$ cat src/rtl/bam_pkg.sv
package bam_pkg;
  typedef enum logic {
    REG_BANKED = 1'b0,
    REG_SLAVE  = 1'b1
  } region_e;
endpackage

$ cat src/rtl/bam_decode.sv
module bam_decode #(
  parameter int ADDR_W = 7,
  parameter int BANK_W = 4,
  parameter int SLV_N  = 8,
  localparam int WIN_W  = ADDR_W - 1,
  localparam int PHYS_W = BANK_W + WIN_W
) (
  input  logic                 clk,
  input  logic                 rst_n,
  input  logic                 fire,
  input  logic                 is_write,
  input  logic [ADDR_W-1:0]    addr,
  input  logic [BANK_W-1:0]    bank,
  input  logic                 wp_active,
  output bam_pkg::region_e     region,
  output logic [PHYS_W-1:0]    phys_addr,
  output logic [WIN_W-1:0]     slv_idx,
  output logic                 slv_hit,
  output logic                 mem_we,
  output logic                 slv_we,
  output logic                 trigger
);
  import bam_pkg::*;

  logic wr_fire;
  logic at_zero;

  always_comb begin
    region    = addr[ADDR_W-1] ? REG_SLAVE : REG_BANKED;
    slv_idx   = addr[WIN_W-1:0];
    phys_addr = {bank, addr[WIN_W-1:0]};
    slv_hit   = (int'(slv_idx) < SLV_N);
    wr_fire   = fire && is_write;
    at_zero   = (addr == '0) && (bank == '0);
    trigger   = wr_fire && at_zero;
    mem_we    = wr_fire && (region == REG_BANKED) && (!wp_active || at_zero);
    slv_we    = wr_fire && (region == REG_SLAVE) && slv_hit;
  end

  assert_bank_only_R2: assert property (@(posedge clk) disable iff (!rst_n)
    mem_we |-> !addr[ADDR_W-1]);

  assert_protect_R8: assert property (@(posedge clk) disable iff (!rst_n)
    (wp_active && mem_we) |-> trigger);

  assert_slave_store_R1: assert property (@(posedge clk) disable iff (!rst_n)
    slv_we |-> (addr[ADDR_W-1] && is_write && fire));
endmodule

$ cat src/rtl/bam_slave_regs.sv
module bam_slave_regs #(
  parameter int DATA_W = 8,
  parameter int IDX_W  = 6,
  parameter int SLV_N  = 8
) (
  input  logic              clk,
  input  logic              rst_n,
  input  logic              we,
  input  logic [IDX_W-1:0]  idx,
  input  logic              hit,
  input  logic [DATA_W-1:0] wdata,
  output logic [DATA_W-1:0] rdata,
  output logic [DATA_W-1:0] reg0
);
  logic [DATA_W-1:0] regs [SLV_N];

  for (genvar g = 0; g < SLV_N; g++) begin : g_reg
    always_ff @(posedge clk or negedge rst_n) begin
      if (!rst_n) begin
        regs[g] <= '0;
      end else if (we && (int'(idx) == g)) begin
        regs[g] <= wdata;
      end
    end
  end

  always_comb begin
    rdata = '0;
    for (int k = 0; k < SLV_N; k++) begin
      if (hit && (int'(idx) == k)) rdata = regs[k];
    end
    reg0 = regs[0];
  end

  assert_store_R1: assert property (@(posedge clk) disable iff (!rst_n)
    (we && hit) |=> (regs[$past(idx)] == $past(wdata)));
endmodule

$ cat src/rtl/bam_reset_ctl.sv
module bam_reset_ctl #(
  parameter int PCNT_W = 24,
  parameter int ERR_W  = 4,
  parameter int TMO_W  = 4
) (
  input  logic              clk,
  input  logic              rst_n,
  input  logic              trigger,
  input  logic              pcnt_inc,
  input  logic [ERR_W-1:0]  err_set,
  input  logic              cfg_wp,
  input  logic [TMO_W-1:0]  cfg_tmo,
  output logic              soft_rst,
  output logic [PCNT_W-1:0] pcnt,
  output logic [ERR_W-1:0]  cfg_err,
  output logic              wp_active,
  output logic [TMO_W-1:0]  tmo_sel
);
  always_ff @(posedge clk or negedge rst_n) begin
    if (!rst_n) begin
      soft_rst  <= 1'b0;
      pcnt      <= '0;
      cfg_err   <= '0;
      wp_active <= 1'b0;
      tmo_sel   <= '0;
    end else begin
      soft_rst <= trigger;
      if (soft_rst) begin
        pcnt      <= '0;
        cfg_err   <= '0;
        wp_active <= cfg_wp;
        tmo_sel   <= cfg_tmo;
      end else begin
        if (pcnt_inc) pcnt <= pcnt + 1'b1;
        cfg_err <= cfg_err | err_set;
      end
    end
  end

  assert_pulse_one_R4: assert property (@(posedge clk) disable iff (!rst_n)
    soft_rst |=> !soft_rst);

  assert_clear_R6: assert property (@(posedge clk) disable iff (!rst_n)
    soft_rst |=> ((pcnt == '0) && (cfg_err == '0)));

  assert_apply_R7: assert property (@(posedge clk) disable iff (!rst_n)
    !soft_rst |=> ($stable(wp_active) && $stable(tmo_sel)));

  assert_sticky_R12: assert property (@(posedge clk) disable iff (!rst_n)
    !soft_rst |=> ((cfg_err & $past(cfg_err)) == $past(cfg_err)));
endmodule

$ cat src/rtl/bam_mapper.sv
module bam_mapper #(
  parameter int ADDR_W = 7,
  parameter int DATA_W = 8,
  parameter int BANK_W = 4,
  parameter int SEL_W  = 8,
  parameter int SLV_N  = 8,
  parameter int PCNT_W = 24,
  parameter int ERR_W  = 4,
  parameter int TMO_W  = 4,
  localparam int WIN_W  = ADDR_W - 1,
  localparam int PHYS_W = BANK_W + WIN_W
) (
  input  logic              clk,
  input  logic              rst_n,
  input  logic              req_valid,
  output logic              req_ready,
  input  logic              req_write,
  input  logic [ADDR_W-1:0] req_addr,
  input  logic [DATA_W-1:0] req_wdata,
  input  logic [SEL_W-1:0]  bank_sel,
  input  logic              rd_enable,
  output logic [DATA_W-1:0] rd_data,
  output logic              rd_ok,
  output logic              region,
  output logic [PHYS_W-1:0] mem_addr,
  output logic              mem_we,
  output logic [DATA_W-1:0] mem_wdata,
  input  logic [DATA_W-1:0] mem_rdata,
  output logic              soft_rst,
  input  logic              pcnt_inc,
  output logic [PCNT_W-1:0] pcnt,
  input  logic [ERR_W-1:0]  err_set,
  output logic [ERR_W-1:0]  cfg_err,
  output logic              wp_active,
  output logic [TMO_W-1:0]  tmo_sel
);
  import bam_pkg::*;

  logic [BANK_W-1:0] bank;
  logic              fire;
  region_e           reg_sel;
  logic [WIN_W-1:0]  slv_idx;
  logic              slv_hit;
  logic              slv_we;
  logic              trigger;
  logic [DATA_W-1:0] slv_rdata;
  logic [DATA_W-1:0] slv_reg0;
  logic              unused_bank_hi;
  logic              unused_cfg_mid;

  assign bank           = bank_sel[BANK_W-1:0];
  assign unused_bank_hi = ^bank_sel[SEL_W-1:BANK_W];
  assign unused_cfg_mid = ^slv_reg0[DATA_W-TMO_W-1:1];
  assign req_ready      = !soft_rst;
  assign fire           = req_valid && req_ready;
  assign mem_wdata      = req_wdata;
  assign region         = reg_sel;

  bam_decode #(.ADDR_W(ADDR_W), .BANK_W(BANK_W), .SLV_N(SLV_N)) u_decode (
    .clk(clk), .rst_n(rst_n), .fire(fire), .is_write(req_write),
    .addr(req_addr), .bank(bank), .wp_active(wp_active),
    .region(reg_sel), .phys_addr(mem_addr), .slv_idx(slv_idx),
    .slv_hit(slv_hit), .mem_we(mem_we), .slv_we(slv_we), .trigger(trigger)
  );

  bam_slave_regs #(.DATA_W(DATA_W), .IDX_W(WIN_W), .SLV_N(SLV_N)) u_slave (
    .clk(clk), .rst_n(rst_n), .we(slv_we), .idx(slv_idx), .hit(slv_hit),
    .wdata(req_wdata), .rdata(slv_rdata), .reg0(slv_reg0)
  );

  bam_reset_ctl #(.PCNT_W(PCNT_W), .ERR_W(ERR_W), .TMO_W(TMO_W)) u_rstctl (
    .clk(clk), .rst_n(rst_n), .trigger(trigger), .pcnt_inc(pcnt_inc),
    .err_set(err_set), .cfg_wp(slv_reg0[0]),
    .cfg_tmo(slv_reg0[DATA_W-1 -: TMO_W]),
    .soft_rst(soft_rst), .pcnt(pcnt), .cfg_err(cfg_err),
    .wp_active(wp_active), .tmo_sel(tmo_sel)
  );

  always_comb begin
    rd_ok   = fire && !req_write && rd_enable;
    rd_data = '0;
    if (rd_ok) rd_data = (reg_sel == REG_SLAVE) ? slv_rdata : mem_rdata;
  end

  assert_trigger_src_R4: assert property (@(posedge clk) disable iff (!rst_n)
    soft_rst |-> $past(req_valid && req_write && (req_addr == '0) && (bank == '0)));

  assert_hold_off_R5: assert property (@(posedge clk) disable iff (!rst_n)
    soft_rst |-> (!mem_we && !rd_ok));

  assert_read_gate_R9: assert property (@(posedge clk) disable iff (!rst_n)
    !rd_enable |-> (!rd_ok && (rd_data == '0)));
endmodule

$ cat config.mk
export PLATFORM = sky130hd
export DESIGN_NAME = bam_mapper
export DESIGN_NICKNAME = d
export VERILOG_FILES = /design/src/rtl/bam_pkg.sv /design/src/rtl/bam_decode.sv /design/src/rtl/bam_slave_regs.sv /design/src/rtl/bam_reset_ctl.sv /design/src/rtl/bam_mapper.sv
export SDC_FILE = /design/constraint.sdc
export NUM_CORES = 1
export LEC_CHECK = 0
export BUFFER_PORTS_ARGS = -buffer_cell sky130_fd_sc_hd__buf_2
export CORE_UTILIZATION = 25
export DETAILED_ROUTE_END_ITERATION = 7
export MAX_ROUTING_LAYER = met4
export RECOVER_POWER = 50
export SLEW_MARGIN = 40
export SYNTH_ARGS = -nofsm -noshare
export SYNTH_HDL_FRONTEND = slang
export SYNTH_HIERARCHICAL = 1
export SYNTH_SLANG_ARGS = --single-unit
$ cat constraint.sdc
create_clock -name clk -period 3.7 [get_ports clk]
set_input_delay 0.185 -clock clk [delete_from_list [all_inputs] [get_ports clk]]
set_output_delay 0.185 -clock clk [all_outputs]
set_load 0.005 [all_outputs]
==> results.cfg <==
[clock_network]
clkLatencyLatePin_ps = 340
max-clock-path-buffers = 2
cts_setup_buffers = 0
cts_root_buffer = clkbuf_16
numCtsBuffers = 9
cts.sinks = 98
htree_levels = 3
cts.reportedPaths.clkPinSlew_ps = 60
cts_tree = done

[routing]
drc = 0
via_per_inst = 4.66
num_vias = 3553
antenna_left = 0
firstDrtPassIters = 4
totalWireLength_mm = 11.9
drtIter0Drc = 218
wl_per_cell_um = 15.6

[timing]
slew_headroom_pct = -35.8
setup_slack_ps = 1070
setup_viol = 0
fin_crit_ps = 2630
finalSetupTns_ps = 0
finClkSkew_ps = 8.34
report.final.hold_viol_count = 0
rsz0062_at_grt = no
max_freq_mhz = 380
worstMarginPinSlew_ps = 2040
finalCritPeriodShare_pct = 71.1
final_max_slew_viol_count = 35

[worst_hold_path]
hold_path_class = primary input to flop

[layout]
nets = 534
layout-drive-gt1-share_pct = 39.8
diodes = 0
regArea_um2 = 2450
fillers = 2012
multi_input_comb_area_um2 = 2290
area_growth_pct = 16.1

[run_status]
status = finished with violations
violations = max-capacitance violations, max-slew violations

[die]
die_area_um2 = 21000
start_util_pct = 25.9
coreArea_um2 = 19700
ios = 105
die_x_um = 145
rows = 51
die_h_um = 145

[power_and_ir_drop]
ir_drop_mv = 0.171
power.density_nw_per_um2 = 398
p_leak_uw = 0.00273

[worst_setup_path]
cp.required_ps = 3510
cp_slowest_cell = nor2b_1
cp-start-kind = primary input
cp_num_buf_inv = 3
crit_path_max_incr_delay_ps = 640
crit_family = buffers and inverters
path_class = primary input to primary output
critPathMaxFanout = 18
endpoint_kind = primary output
worstPathArrival_ps = 2440
worstPathCellList = clkbuf_1, nor2b_1, buf_4, a22oi_1, a311oi_1, mux2i_1, nor2_1, buf_2

[synthesis]
netlist_instances = 424
syn_area_um2 = 5110
syn_nets = 466
ys_warn_count = 6
syn_area_per_cell_um2 = 12.0

[placed_design]
place.gp.congestion = 0.856
io_buffers = 100
dpl.hpwl_mm = 8.40
pre_cts_slack_ps = 1340

[global_route]
grt_max_degree = 81
grt_pass1_vias = 3663
antenna_found_initial = 0
grt_util_all_layers_pct = 12.0
overflow = 0
grt_pass1_wl_mm = 19.4

[job]
cap_violations = 1
[cells in the final DEF, fill, tap and decap left out, types with 2 or more instances in the layout]
cell and count:
or2_2 2, mux2i_1 10, or3_1 7, nand4_4 2
nand2_2 2, o41ai_1 2, and3_1 2, inv_1 6
clkbuf_16 9, nand4_1 7, clkinvlp_4 2, nand3_2 2
buf_4 4, a311oi_1 7, o22ai_1 7, xnor2_1 8
clkbuf_1 31, clkinv_2 2, dfrtp_1 98, nand3_4 2
mux2_2 89, nor4_1 6, a21oi_1 10, nand3b_1 3
xor2_1 4, nor2_1 31, nand3_1 5, nor3_1 6
nand2_1 8, and4_1 2, nor2b_1 3, mux4_2 2
a22oi_1 7, o31ai_1 3, o21ai_0 12, buf_2 69
mux2_1 2, or4_1 2
[routing by layer]
| layer | part of all wire [%] | track usage [%] |
|---|---|---|
| met5 | 0 | - |
| met3 | 2.0 | 1.73 |
| met2 | 51 | 20.0 |
| met1 | 45 | 14.6 |
| met4 | 1.9 | 4.73 |
[path summary, 6_finish.rpt]
path,slack [ps],endpoint,cells past startpoint,start
worst max-delay path,1070,rd_data[3],8,req_addr[1]
worst min-delay path,70,u_rstctl/cfg_err[0],3,err_set[0]
worst max register to register,1320,u_slave/reg0[1],6,u_rstctl/soft_rst
worst min register to register,490,u_rstctl/cfg_err[0],2,u_rstctl/cfg_err[0]
max in group asynchronous,1380,u_slave/regs[53],4,rst_n
min in group asynchronous,970,u_slave/regs[48],2,rst_n
[sequential cells by signal, summed over array words and instances, names as in the netlist]
name / cells
u_slave/regs: 56
u_slave/reg0: 8
u_rstctl/soft_rst: 1
u_rstctl/cfg_err: 4
u_rstctl/tmo_sel: 4
u_rstctl/pcnt: 24
u_rstctl/wp_active: 1
[worst register-to-register path, stage by stage (launching register included)]
cell and delay, ps:
dfrtp_1 490, and2b_2 260, and2_1 170, and3_1 200
nor3b_4 390, nand3_2 360, mux2_2 380
[metrics by stage]
step	total power [uW]	cell area, um2	hold WS (ps)	cells	utilization, %
2_1_floorplan	1330	5110	-111	424	-
3_5_place_dp	1450	5640	286	744	28.6
6_report	2360	5930	65.5	762	30.1
3_3_place_gp	1440	5630	404	744	28.6
5_1_grt	2480	5930	74.9	762	30.1
4_1_cts	2400	5950	55.9	761	30.2
[cell type report]
cell class                      count  area share (%)
Multi-Input combinational cell    271            38.6
Timing Repair Buffer              106            8.92
Tap cell                          265            5.59
Sequential cell                    98            41.4
Clock buffer                       10            4.03
Inverter                            6           0.380
Clock inverter                      6            1.08
[where the power goes]
group	internal (uW)	switching, uW
clock network	542	392
registers	1110	53.6
logic	108	150
total	1760	595
[what timing repair did]
item	4_1_cts	5_1_grt
hold buffers	1	0
gates resized for setup	0	0
endpoints found under the hold margin	79	0
Note: power is estimated with default switching activity, not from simulation.
